### src/rtl/l1rc_pkg.sv
package l1rc_pkg;

    // bit 0 of the kind marks a request that writes the cache
    typedef enum logic [1:0] {
        K_LOAD  = 2'b00,
        K_STORE = 2'b01,
        K_ACQ   = 2'b10,
        K_REL   = 2'b11
    } kind_e;

    typedef enum logic [3:0] {
        S_IDLE,
        S_DISPATCH,
        S_EVICT,
        S_FILL,
        S_ACCESS,
        S_FLUSH,
        S_INV,
        S_RELWB,
        S_RESP
    } state_e;

endpackage

### src/rtl/l1rc_lines.sv
module l1rc_lines #(
    parameter int NUM_LINES = 16,
    parameter int TAG_W     = 4,
    parameter int DATA_W    = 32,
    localparam int IDX_W    = $clog2(NUM_LINES)
) (
    input  logic              clk,
    input  logic              rst_n,
    input  logic [IDX_W-1:0]  rd_idx,
    output logic              rd_valid,
    output logic              rd_dirty,
    output logic [TAG_W-1:0]  rd_tag,
    output logic [DATA_W-1:0] rd_data,
    input  logic              wr_en,
    input  logic [IDX_W-1:0]  wr_idx,
    input  logic              wr_valid,
    input  logic              wr_dirty,
    input  logic [TAG_W-1:0]  wr_tag,
    input  logic [DATA_W-1:0] wr_data,
    output logic [NUM_LINES-1:0] valid_vec,
    output logic [NUM_LINES-1:0] dirty_vec
);

    logic [TAG_W-1:0]  tag_arr  [NUM_LINES];
    logic [DATA_W-1:0] data_arr [NUM_LINES];

    for (genvar i = 0; i < NUM_LINES; i++) begin : g_line
        logic              v_q;
        logic              d_q;
        logic [TAG_W-1:0]  t_q;
        logic [DATA_W-1:0] w_q;
        logic              sel;

        assign sel = wr_en && (wr_idx == IDX_W'(i));

        always_ff @(posedge clk or negedge rst_n) begin
            if (!rst_n) begin
                v_q <= 1'b0;
                d_q <= 1'b0;
            end else if (sel) begin
                v_q <= wr_valid;
                d_q <= wr_dirty;
            end
        end

        always_ff @(posedge clk) begin
            if (sel) begin
                t_q <= wr_tag;
                w_q <= wr_data;
            end
        end

        assign valid_vec[i] = v_q;
        assign dirty_vec[i] = d_q;
        assign tag_arr[i]   = t_q;
        assign data_arr[i]  = w_q;
    end

    assign rd_valid = valid_vec[rd_idx];
    assign rd_dirty = dirty_vec[rd_idx];
    assign rd_tag   = tag_arr[rd_idx];
    assign rd_data  = data_arr[rd_idx];

    AST_DIRTY_IMPLIES_VALID: assert property (@(posedge clk) disable iff (!rst_n)
        (dirty_vec & ~valid_vec) == '0);

endmodule

### src/rtl/l1rc_fsm.sv
module l1rc_fsm
    import l1rc_pkg::*;
#(
    parameter int ADDR_W    = 8,
    parameter int DATA_W    = 32,
    parameter int NUM_LINES = 16,
    localparam int IDX_W    = $clog2(NUM_LINES),
    localparam int TAG_W    = ADDR_W - IDX_W
) (
    input  logic              clk,
    input  logic              rst_n,
    input  logic              core_req_valid,
    output logic              core_req_ready,
    input  logic [1:0]        core_req_kind,
    input  logic              core_req_gpu,
    input  logic [ADDR_W-1:0] core_req_addr,
    input  logic [DATA_W-1:0] core_req_wdata,
    output logic              core_rsp_valid,
    output logic [DATA_W-1:0] core_rsp_rdata,
    output logic              l2_req_valid,
    output logic              l2_req_write,
    output logic [ADDR_W-1:0] l2_req_addr,
    output logic [DATA_W-1:0] l2_req_wdata,
    input  logic              l2_ack,
    input  logic [DATA_W-1:0] l2_rdata,
    output logic [IDX_W-1:0]  ln_rd_idx,
    input  logic              ln_valid,
    input  logic              ln_dirty,
    input  logic [TAG_W-1:0]  ln_tag,
    input  logic [DATA_W-1:0] ln_data,
    output logic              ln_wr_en,
    output logic [IDX_W-1:0]  ln_wr_idx,
    output logic              ln_wr_valid,
    output logic              ln_wr_dirty,
    output logic [TAG_W-1:0]  ln_wr_tag,
    output logic [DATA_W-1:0] ln_wr_data,
    input  logic [NUM_LINES-1:0] ln_valid_vec,
    input  logic [NUM_LINES-1:0] ln_dirty_vec
);

    localparam logic [IDX_W-1:0] LAST_IDX = IDX_W'(NUM_LINES - 1);

    state_e             state_q, state_d;
    kind_e              kind_q;
    logic               gpu_q;
    logic [ADDR_W-1:0]  addr_q;
    logic [DATA_W-1:0]  wdata_q;
    logic [IDX_W-1:0]   sweep_q;

    logic [IDX_W-1:0]   q_idx;
    logic [TAG_W-1:0]   q_tag;
    logic               is_write, gpu_acq, gpu_rel, sweeping;
    logic               hit, victim_dirty, sweep_last;
    logic               inv_skip, inv_wb, sweep_step;

    assign q_idx        = addr_q[IDX_W-1:0];
    assign q_tag        = addr_q[ADDR_W-1:IDX_W];
    assign is_write     = kind_q[0];
    assign gpu_acq      = (kind_q == K_ACQ) && gpu_q;
    assign gpu_rel      = (kind_q == K_REL) && gpu_q;
    assign sweeping     = (state_q == S_FLUSH) || (state_q == S_INV);
    assign ln_rd_idx    = sweeping ? sweep_q : q_idx;
    assign hit          = ln_valid && (ln_tag == q_tag);
    assign victim_dirty = ln_valid && ln_dirty;
    assign sweep_last   = (sweep_q == LAST_IDX);
    assign inv_skip     = (sweep_q == q_idx);
    assign inv_wb       = !inv_skip && victim_dirty;
    assign sweep_step   = (state_q == S_FLUSH) ? (!victim_dirty || l2_ack)
                                               : (!inv_wb || l2_ack);

    // state register
    always_ff @(posedge clk or negedge rst_n) begin
        if (!rst_n) state_q <= S_IDLE;
        else        state_q <= state_d;
    end

    // request capture and walk index
    always_ff @(posedge clk or negedge rst_n) begin
        if (!rst_n) begin
            kind_q  <= K_LOAD;
            gpu_q   <= 1'b0;
            addr_q  <= '0;
            wdata_q <= '0;
            sweep_q <= '0;
        end else begin
            if (state_q == S_IDLE && core_req_valid) begin
                kind_q  <= kind_e'(core_req_kind);
                gpu_q   <= core_req_gpu;
                addr_q  <= core_req_addr;
                wdata_q <= core_req_wdata;
            end
            if (!sweeping)                      sweep_q <= '0;
            else if (sweep_step && !sweep_last) sweep_q <= sweep_q + 1'b1;
        end
    end

    // next state
    always_comb begin
        state_d = state_q;
        unique case (state_q)
            S_IDLE:     if (core_req_valid) state_d = S_DISPATCH;
            S_DISPATCH: begin
                if (gpu_rel)           state_d = S_FLUSH;
                else if (gpu_acq)      state_d = victim_dirty ? S_EVICT : S_FILL;
                else if (hit)          state_d = S_ACCESS;
                else if (victim_dirty) state_d = S_EVICT;
                else if (is_write)     state_d = S_ACCESS;
                else                   state_d = S_FILL;
            end
            S_EVICT:  if (l2_ack) state_d = is_write ? S_ACCESS : S_FILL;
            S_FILL:   if (l2_ack) state_d = gpu_acq ? S_INV : S_ACCESS;
            S_ACCESS: state_d = gpu_rel ? S_RELWB : S_RESP;
            S_FLUSH:  if (sweep_step && sweep_last) state_d = S_ACCESS;
            S_INV:    if (sweep_step && sweep_last) state_d = S_RESP;
            S_RELWB:  if (l2_ack) state_d = S_RESP;
            S_RESP:   state_d = S_IDLE;
            default:  state_d = S_IDLE;
        endcase
    end

    // outputs and line updates
    always_comb begin
        core_req_ready = (state_q == S_IDLE);
        core_rsp_valid = (state_q == S_RESP);
        core_rsp_rdata = ln_data;
        l2_req_valid   = 1'b0;
        l2_req_write   = 1'b0;
        l2_req_addr    = '0;
        l2_req_wdata   = '0;
        ln_wr_en       = 1'b0;
        ln_wr_idx      = ln_rd_idx;
        ln_wr_valid    = ln_valid;
        ln_wr_dirty    = 1'b0;
        ln_wr_tag      = ln_tag;
        ln_wr_data     = ln_data;
        unique case (state_q)
            S_EVICT: begin
                l2_req_valid = 1'b1;
                l2_req_write = 1'b1;
                l2_req_addr  = {ln_tag, q_idx};
                l2_req_wdata = ln_data;
                ln_wr_en     = l2_ack;
            end
            S_FILL: begin
                l2_req_valid = 1'b1;
                l2_req_addr  = addr_q;
                ln_wr_en     = l2_ack;
                ln_wr_valid  = 1'b1;
                ln_wr_tag    = q_tag;
                ln_wr_data   = l2_rdata;
            end
            S_ACCESS: begin
                ln_wr_en    = is_write;
                ln_wr_valid = 1'b1;
                ln_wr_dirty = 1'b1;
                ln_wr_tag   = q_tag;
                ln_wr_data  = wdata_q;
            end
            S_FLUSH: begin
                l2_req_valid = victim_dirty;
                l2_req_write = 1'b1;
                l2_req_addr  = {ln_tag, sweep_q};
                l2_req_wdata = ln_data;
                ln_wr_en     = victim_dirty && l2_ack;
            end
            S_INV: begin
                l2_req_valid = inv_wb;
                l2_req_write = 1'b1;
                l2_req_addr  = {ln_tag, sweep_q};
                l2_req_wdata = ln_data;
                ln_wr_en     = !inv_skip && ln_valid && (!ln_dirty || l2_ack);
                ln_wr_valid  = 1'b0;
            end
            S_RELWB: begin
                l2_req_valid = 1'b1;
                l2_req_write = 1'b1;
                l2_req_addr  = addr_q;
                l2_req_wdata = ln_data;
                ln_wr_en     = l2_ack;
            end
            default: ;
        endcase
    end

    AST_L2_REQ_HELD: assert property (@(posedge clk) disable iff (!rst_n)
        l2_req_valid && !l2_ack |=> l2_req_valid && $stable(l2_req_addr)
            && $stable(l2_req_write) && $stable(l2_req_wdata));
    AST_RELEASE_AFTER_CLEAN: assert property (@(posedge clk) disable iff (!rst_n)
        (state_q == S_ACCESS) && gpu_rel |-> (ln_dirty_vec == '0));
    AST_ACQUIRE_LEAVES_ONE: assert property (@(posedge clk) disable iff (!rst_n)
        (state_q == S_RESP) && gpu_acq |-> ($countones(ln_valid_vec) == 1)
            && (ln_dirty_vec == '0));
    AST_STALL_DURING_L2: assert property (@(posedge clk) disable iff (!rst_n)
        l2_req_valid |-> !core_req_ready);
    AST_RSP_ONE_CYCLE: assert property (@(posedge clk) disable iff (!rst_n)
        core_rsp_valid |=> !core_rsp_valid && core_req_ready);
    AST_LOCAL_HIT_QUIET: assert property (@(posedge clk) disable iff (!rst_n)
        (state_q == S_DISPATCH) && !gpu_q && hit |=> !l2_req_valid);

endmodule

### src/rtl/l1rc.sv
module l1rc #(
    parameter int ADDR_W    = 8,
    parameter int DATA_W    = 32,
    parameter int NUM_LINES = 16
) (
    input  logic              clk,
    input  logic              rst_n,
    input  logic              core_req_valid,
    output logic              core_req_ready,
    input  logic [1:0]        core_req_kind,
    input  logic              core_req_gpu,
    input  logic [ADDR_W-1:0] core_req_addr,
    input  logic [DATA_W-1:0] core_req_wdata,
    output logic              core_rsp_valid,
    output logic [DATA_W-1:0] core_rsp_rdata,
    output logic              l2_req_valid,
    output logic              l2_req_write,
    output logic [ADDR_W-1:0] l2_req_addr,
    output logic [DATA_W-1:0] l2_req_wdata,
    input  logic              l2_ack,
    input  logic [DATA_W-1:0] l2_rdata
);

    localparam int IDX_W = $clog2(NUM_LINES);
    localparam int TAG_W = ADDR_W - IDX_W;

    logic [IDX_W-1:0]     rd_idx, wr_idx;
    logic                 rd_valid, rd_dirty, wr_en, wr_valid, wr_dirty;
    logic [TAG_W-1:0]     rd_tag, wr_tag;
    logic [DATA_W-1:0]    rd_data, wr_data;
    logic [NUM_LINES-1:0] valid_vec, dirty_vec;

    l1rc_fsm #(
        .ADDR_W    (ADDR_W),
        .DATA_W    (DATA_W),
        .NUM_LINES (NUM_LINES)
    ) u_fsm (
        .clk            (clk),
        .rst_n          (rst_n),
        .core_req_valid (core_req_valid),
        .core_req_ready (core_req_ready),
        .core_req_kind  (core_req_kind),
        .core_req_gpu   (core_req_gpu),
        .core_req_addr  (core_req_addr),
        .core_req_wdata (core_req_wdata),
        .core_rsp_valid (core_rsp_valid),
        .core_rsp_rdata (core_rsp_rdata),
        .l2_req_valid   (l2_req_valid),
        .l2_req_write   (l2_req_write),
        .l2_req_addr    (l2_req_addr),
        .l2_req_wdata   (l2_req_wdata),
        .l2_ack         (l2_ack),
        .l2_rdata       (l2_rdata),
        .ln_rd_idx      (rd_idx),
        .ln_valid       (rd_valid),
        .ln_dirty       (rd_dirty),
        .ln_tag         (rd_tag),
        .ln_data        (rd_data),
        .ln_wr_en       (wr_en),
        .ln_wr_idx      (wr_idx),
        .ln_wr_valid    (wr_valid),
        .ln_wr_dirty    (wr_dirty),
        .ln_wr_tag      (wr_tag),
        .ln_wr_data     (wr_data),
        .ln_valid_vec   (valid_vec),
        .ln_dirty_vec   (dirty_vec)
    );

    l1rc_lines #(
        .NUM_LINES (NUM_LINES),
        .TAG_W     (TAG_W),
        .DATA_W    (DATA_W)
    ) u_lines (
        .clk       (clk),
        .rst_n     (rst_n),
        .rd_idx    (rd_idx),
        .rd_valid  (rd_valid),
        .rd_dirty  (rd_dirty),
        .rd_tag    (rd_tag),
        .rd_data   (rd_data),
        .wr_en     (wr_en),
        .wr_idx    (wr_idx),
        .wr_valid  (wr_valid),
        .wr_dirty  (wr_dirty),
        .wr_tag    (wr_tag),
        .wr_data   (wr_data),
        .valid_vec (valid_vec),
        .dirty_vec (dirty_vec)
    );

endmodule

### config.mk
export PLATFORM = sky130hd
export DESIGN_NAME = l1rc
export DESIGN_NICKNAME = d
export VERILOG_FILES = /design/src/rtl/l1rc_pkg.sv /design/src/rtl/l1rc_lines.sv /design/src/rtl/l1rc_fsm.sv /design/src/rtl/l1rc.sv
export SDC_FILE = /design/constraint.sdc
export NUM_CORES = 1
export LEC_CHECK = 0
export ABC_AREA = 1
export BUFFER_PORTS_ARGS = -buffer_cell sky130_fd_sc_hd__buf_2
export CORE_AREA = 5 5 250 374
export DETAILED_ROUTE_END_ITERATION = 16
export DIE_AREA = 0 0 255 379
export PLACE_DENSITY = 0.51
export SLEW_MARGIN = 10
export SYNTH_ARGS = -nofsm -noshare
export SYNTH_HDL_FRONTEND = slang
export SYNTH_SLANG_ARGS = --single-unit
### constraint.sdc
create_clock -name clk -period 5.4 [get_ports clk]
set_input_delay 0.54 -clock clk [delete_from_list [all_inputs] [get_ports clk]]
set_output_delay 0.54 -clock clk [all_outputs]
set_load 0.01 [all_outputs]
==> results of run 1 <==
[worst paths after layout]
| check | from | end | depth (start not counted) |
|---|---|---|---|
| min in group asynchronous | rst_n | u_fsm.wdata_q[3]$_DFFE_PN0P_ | 2 |
| max | u_fsm.state_q[3]$_DFFE_PN0P_ | l2_req_wdata[8] | 15 |
| min reg2reg | u_lines.g_line[10].v_q$_DFFE_PN0P_ | u_lines.g_line[10].v_q$_DFFE_PN0P_ | 2 |
| max in group asynchronous | rst_n | u_fsm.wdata_q[19]$_DFFE_PN0P_ | 3 |
| max reg2reg | u_fsm.state_q[3]$_DFFE_PN0P_ | u_lines.g_line[10].w_q[3]$_DFFE_PP_ | 18 |
| min | core_req_kind[1] | u_fsm.kind_q[1]$_DFFE_PN0P_ | 2 |
[critical path: stages, from the launching register on]
cell,delay (ns)
dfrtp_1,0.45
nor2_4,0.22
nand2_2,0.15
nand2_4,0.21
nand2_4,0.13
nand2_4,0.46
nand2_1,0.29
inv_4,0.47
buf_12,0.34
a22oi_1,0.15
nand2_1,0.10
nand2_1,0.08
nand4_1,0.27
inv_1,0.07
nor2_1,0.09
buf_2,0.14
[final cells by class]
type	count	area share [%]
clock inverter	33	1.116
inverter	147	1.785
clock buffer	83	5.310
tap	1164	4.690
timing repair buffer	209	4.069
multi-input combinational	1229	20.64
sequential	659	62.39
[kinds of logic after synthesis]
family	share of synthesized area, %
xor gates and xnor gates	0.1310
adders and majority gates	0.04679
and+or+nand+nor	12.62
DFF	72.46
AOI/OAI and AO/OA	9.393
buffers and inverters	3.917
muxes	1.432
[synth_stat cells (5+ instances only)]
library cell and number:
buf_4 6, o21ai_0 33, nand2_1 619, mux2_2 34
nor2_1 112, nor2_2 5, a21oi_1 14, buf_2 36
o21ai_1 10, nand4_1 32, inv_1 143, a22oi_1 288
dfrtp_1 83, nand3_1 53, buf_1 5, edfxtp_1 576
clkbuf_1 61
[state kept, by name (all words and copies together), names as in the netlist]
register	cells
u_fsm.state_q	4
u_lines.g_line.w_q	512
u_fsm.sweep_q	4
u_lines.g_line.v_q	16
u_lines.g_line.t_q	64
u_fsm.kind_q	2
u_fsm.wdata_q	32
u_lines.g_line.d_q	16
u_fsm.gpu_q	1
u_fsm.addr_q	8
[per-stage QoR]
step,std cells,instance area (µm²)
floorplan,2145,26740
global placement,3407,29050
detailed placement,3407,29050
CTS,3524,31050
global route,3524,31050
finish,3524,31050
[metal layers]
metal / track usage, % / vias to the layer above
li1: - / 7985
met1: 20.75 / 8796
met2: 26.91 / 518
met3: 1.823 / 101
met4: 3.932 / 0
met5: 0 / -
[power by group]
group	internal, µW	switching (µW)
Combinational	2320	7130
Clock	2440	1910
Sequential	8180	246
Total	12900	9290
==> reports/summary.txt, run 1 <==
status: finished clean
Avg Cell Area, Syn: 12.46 µm²
GP Congestion: 0.8292
Synth top area share: 64.69%
syn nets: 2225
Startpoint Class: register
Max FO, Critical Path: 59
CP Capture Type: primary output
largest area contributor in the netlist: edfxtp_1
first-pass GRT wire length: 114.7 mm
worst path required time: 4.86 ns
fin crit period: 4.920 ns
Unique masters post-synth: 33
fin crit share: 91.11%
Pre-antenna DRT Iters: 6
hold crit path type: primary input to register
Detailed Route Iter0 Violations: 1457
Worst-Skew Late Latency: 0.65 ns
EDFF count, synth: 576
Final HPWL DP: 48.09 mm
worst hold margin: 0.1255 ns
Synth Register Bits: 659
Max Used Layer: met4
clock buffer count from CTS: 61
all-layer global routing usage: 15.52%
top_reg_cell synth: edfxtp_1
setup bufs post-CTS: 0
most frequent cells in the layout: nand2_1 (618), edfxtp_1 (576), a22oi_1 (288)
core area: 89860 µm²
Setup WS pre-CTS: 0.7738 ns
RSZ-0062 raised after global routing: no
clk slew on worst S/H paths: 0.07 ns
Hold-fix buffers, CTS: 1
nets: 2387
Slew Limit Fails: 0
maximum clock insertion buffer count: 3
LEAKAGE: 0.01200 µW
fin worst setup slack: 0.4798 ns
Synth Warn #: 0
worst slew pin tran: 0.9261 ns
setup violators final: 0
share of cells above drive strength 1: 16.19%
pwr/cell area: 715.7 nW/µm²
final hold viol count: 0
WL met1: 33.24 mm
DRC Markers: 0
Die Wd: 255 µm
total grt overflow: 0
Routed wire per std cell: 21.87 µm
VDD IR max: 0.0003211 V
Die ar.: 96650 µm²
cells after synthesis: 2145
Layout area overhead: 16.16%
initial core utilization: 29.75%
final WL: 77.08 mm
critical setup path kind: register to primary output
Multi-input gate area: 6411 µm²
setup slack, reg-to-reg: 0.71 ns
FP Rows: 135
total I/O pin count: 155
Total Power: 22220 µW
largest net degree at the start of global routing: 80
Clock Skew: 0.03280 ns
port buffer count: 154
CTS resizes: 0
commonest non-fill, non-tap cell in the layout: nand2_1
fillers: 8838
fmax: 0.2032 GHz
register area share after synthesis: 72.46%
post-route antenna net violation count: 0
met2 wire len: 38.44 mm
Antenna Cells: 0
Slew HR: 38.26%
Die Span Y: 379 µm
fin util: 34.56%
Async SR Flop Fraction: 12.59%
via count: 17400
CTS root buf: clkbuf_16
CTS Sinks: 659
routed wl met3: 3.667 mm
Max-Cap Viols: 0
number of global-route vias before repair: 17560
CTS tree: done
Area contributors post-synth: edfxtp_1 (65%), nand2_1 (8.7%), a22oi_1 (8.1%)
Vias/cell: 4.938
htree depth: 2
antenna violations before repair: 1
total negative slack: 0 ns
register area: 19370 µm²
Mapped Area: 26740 µm²
data arrival time of the critical path: 4.38 ns
No activity file was read; power rests on OpenSTA's default activity.
==> run 2: changes to the inputs <==
Settings changed: ABC_AREA 1 to 0, CORE_AREA 5 5 250 374 to 5 5 252 377, DIE_AREA 0 0 255 379 to 0 0 257 382.
==> reports/summary.txt, run 2 <==
status: finished clean (unchanged)
worst path required time: 4.86 ns (about the same)
via count: 15360 (was 17400)
EDFF count, synth: 576 (unchanged)
Die ar.: 98170 µm² (was 96650 µm²)
Pre-antenna DRT Iters: 6 (unchanged)
data arrival time of the critical path: 4.52 ns (was 4.38 ns)
Layout area overhead: 17.67% (was 16.16%)
maximum clock insertion buffer count: 3 (unchanged)
register area share after synthesis: 71.22% (was 72.46%)
critical setup path kind: register to primary output (unchanged)
Die Span Y: 382 µm (was 379 µm)
registers with the most flip-flops: u_lines.g_line.w_q (512), u_lines.g_line.t_q (64), u_fsm.wdata_q (32) (unchanged)
Slew Limit Fails: 0 (unchanged)
largest net degree at the start of global routing: 88 (was 80)
setup violators final: 0 (unchanged)
Routed wire per std cell: 24.67 µm (was 21.87 µm)
CP bufs+invs: 3 (was 4)
total I/O pin count: 155 (unchanged)
Synth Register Bits: 659 (unchanged)
fmax: 0.1974 GHz (was 0.2032 GHz)
Clock Skew: 0.02319 ns (was 0.03280 ns)
total negative slack: 0 ns (unchanged)
antenna violations before repair: 1 (unchanged)
Async SR Flop Fraction: 12.59% (unchanged)
CTS Sinks: 659 (unchanged)
cells after synthesis: 1608 (was 2145)
initial core utilization: 29.82% (was 29.75%)
Die Wd: 257 µm (was 255 µm)
fin crit period: 5.065 ns (was 4.920 ns)
fillers: 8661 (was 8838)
Unique masters post-synth: 63 (was 33)
htree depth: 3 (was 2)
Area contributors post-synth: edfxtp_1 (64%), mux4_2 (11%), dfrtp_1 (7.6%) (was edfxtp_1 (65%), nand2_1 (8.7%), a22oi_1 (8.1%))
Slew HR: 41.83% (was 38.26%)
design area: 32010 µm² (was 31050 µm²)
commonest non-fill, non-tap cell in the layout: edfxtp_1 (was nand2_1)
share of cells above drive strength 1: 30.16% (was 16.19%)
post-route antenna net violation count: 0 (unchanged)
clock buffer count from CTS: 69 (was 61)
final hold viol count: 0 (unchanged)
fin crit share: 93.79% (was 91.11%)
commonest cells in the synthesized netlist: edfxtp_1 (576), nand2_1 (267), mux4_2 (128) (was nand2_1 (619), edfxtp_1 (576), a22oi_1 (288))
Max-Cap Viols: 0 (unchanged)
VDD IR max: 0.0004469 V (was 0.0003211 V)
CTS root buf: clkbuf_16 (unchanged)
FP Rows: 136 (was 135)
number of global-route vias before repair: 16300 (was 17560)
DRC Markers: 0 (unchanged)
RSZ-0062 raised after global routing: no (unchanged)
Final HPWL DP: 46.96 mm (was 48.09 mm)
dpl cells: 2904 (was 3407)
Mapped Area: 27200 µm² (was 26740 µm²)
top_reg_cell synth: edfxtp_1 (unchanged)
Avg Cell Area, Syn: 16.92 µm² (was 12.46 µm²)
largest register by flop count: u_lines.g_line.w_q (unchanged)
Antenna Cells: 0 (unchanged)
Worst-Skew Late Latency: 0.63 ns (was 0.65 ns)
Critical R2R Launch: u_fsm.state_q[0]$_DFFE_PN0P_ (was u_fsm.state_q[3]$_DFFE_PN0P_)
Synth top area share: 63.59% (was 64.69%)
Post-DP Area: 29820 µm² (was 29050 µm²)
pwr/cell area: 705.8 nW/µm² (was 715.7 nW/µm²)
crit path from: u_fsm.state_q[2]$_DFFE_PN0P_ (was u_fsm.state_q[3]$_DFFE_PN0P_)
worst slew pin tran: 0.8726 ns (was 0.9261 ns)
Synth Warn #: 0 (unchanged)
final WL: 74.74 mm (was 77.08 mm)
Max FO, Critical Path: 87 (was 59)
core area: 91210 µm² (was 89860 µm²)
CTS tree: done (unchanged)
CP Capture Type: primary output (unchanged)
CP top delay family: simple AND/OR/NAND/NOR gates (unchanged)
nets: 1882 (was 2387)
port buffer count: 154 (unchanged)
most frequent cells in the layout: edfxtp_1 (576), nand2_1 (263), buf_2 (153) (was nand2_1 (618), edfxtp_1 (576), a22oi_1 (288))
most numerous cell in the Yosys netlist: edfxtp_1 (was nand2_1)
Non-Filler Instances: 3030 (was 3524)
clk slew on worst S/H paths: 0.07 ns (about the same)
total grt overflow: 0 (unchanged)
hold crit path type: primary input to async pin (was primary input to register)
cells along the critical path: nor2b_1, buf_4, a21boi_1, nor2_4, buf_16, mux4_2, nand2_1, and3_1, a31oi_1, and2_1, buf_2 (was nor2_4, nand2_2, nand2_4, nand2_4, nand2_4, nand2_1, inv_4, buf_12, a22oi_1, nand2_1, nand2_1, nand4_1, inv_1, nor2_1, buf_2)
first-pass GRT wire length: 110.1 mm (was 114.7 mm)
slowest stage delay, CP: 0.63 ns (was 0.47 ns)
all-layer global routing usage: 14.95% (was 15.52%)
crit path max-delay cell type: dfrtp_1 (was inv_4)
Startpoint Class: register (unchanged)
LEAKAGE: 0.01117 µW (was 0.01200 µW)
largest area contributor in the netlist: edfxtp_1 (unchanged)
setup bufs post-CTS: 0 (unchanged)
syn nets: 1688 (was 2225)
GP Congestion: 0.8675 (was 0.8292)
Detailed Route Iter0 Violations: 1084 (was 1457)
Vias/cell: 5.070 (was 4.938)
Largest register FFs: 512 (unchanged)
## run 2: final timing paths
| check | to | cells after the start | slack (ns) |
|---|---|---|---|
| worst max-delay path | l2_req_wdata[23] | 11 | 0.34 |
| worst min-delay path | u_fsm.addr_q[4]$_DFFE_PN0P_ | 1 | 0.02 |
| worst max register to register | u_lines.g_line[9].v_q$_DFFE_PN0P_ | 12 | 0.50 |
| worst min register to register | u_lines.g_line[15].v_q$_DFFE_PN0P_ | 1 | 0.50 |
| max in group asynchronous | u_fsm.wdata_q[25]$_DFFE_PN0P_ | 2 | 4.26 |
| min in group clk | u_fsm.addr_q[4]$_DFFE_PN0P_ | 2 | 0.14 |
## run 2: cells by family (layout without fill, tap and decap cells)
| group | after synthesis | after routing | share of synthesized area [%] |
|---|---|---|---|
| buffers and inverters | 103 | 352 | 1.536 |
| adder cells (fa/ha/maj) | 1 | 1 | 0.04599 |
| AO/OA/AOI/OAI | 164 | 164 | 4.402 |
| AND/OR/NAND/NOR | 440 | 440 | 7.709 |
| flip-flops | 659 | 659 | 71.22 |
| XOR/XNOR | 13 | 13 | 0.4462 |
| multiplexers | 228 | 228 | 14.64 |
## run 2: repair_timing
item	4_1_cts	5_1_grt
gates resized for setup	0	3
endpoints found under the hold margin	0	0
hold buffers	0	0
setup endpoints to repair	0	4
## run 2: final cells by class
type / count / area, µm² / area share [%]
Clock buffer: 83 / 1789 / 5.590
Inverter: 4 / 15.01 / 0.04691
Sequential cell: 659 / 19370 / 60.53
Clock inverter: 43 / 380.4 / 1.188
Tap cell: 1173 / 1468 / 4.585
Timing Repair Buffer: 222 / 1383 / 4.320
Multi-Input combinational cell: 846 / 7599 / 23.74
## run 2: stage by stage
step / util (%) / hold slack, ns / worst slack (ns) / total power, µW
after detailed placement: 32.69 / 0.4853 / 0.5701 / 18350
after CTS: 35.07 / 0.02521 / 0.09305 / 22990
after global placement: 32.69 / 0.4806 / 0.6658 / 18150
final: 35.09 / 0.01840 / 0.3353 / 22590
after floorplan: - / 0.2444 / 0.4148 / 14390
after global routing: 35.09 / 0.07326 / 0.02778 / 23910
## run 2: power breakdown
part / internal, µW / switching [µW]
clock: 2550 / 2030
sequential: 8150 / 306
combinational: 3100 / 6450
total: 13800 / 8790
## run 2: routing by layer
layer	global-route usage [%]	part of all wire [%]
met2	27.29	53
met4	4.834	2.7
met1	18.07	40
met3	2.349	4.4
met5	0	0
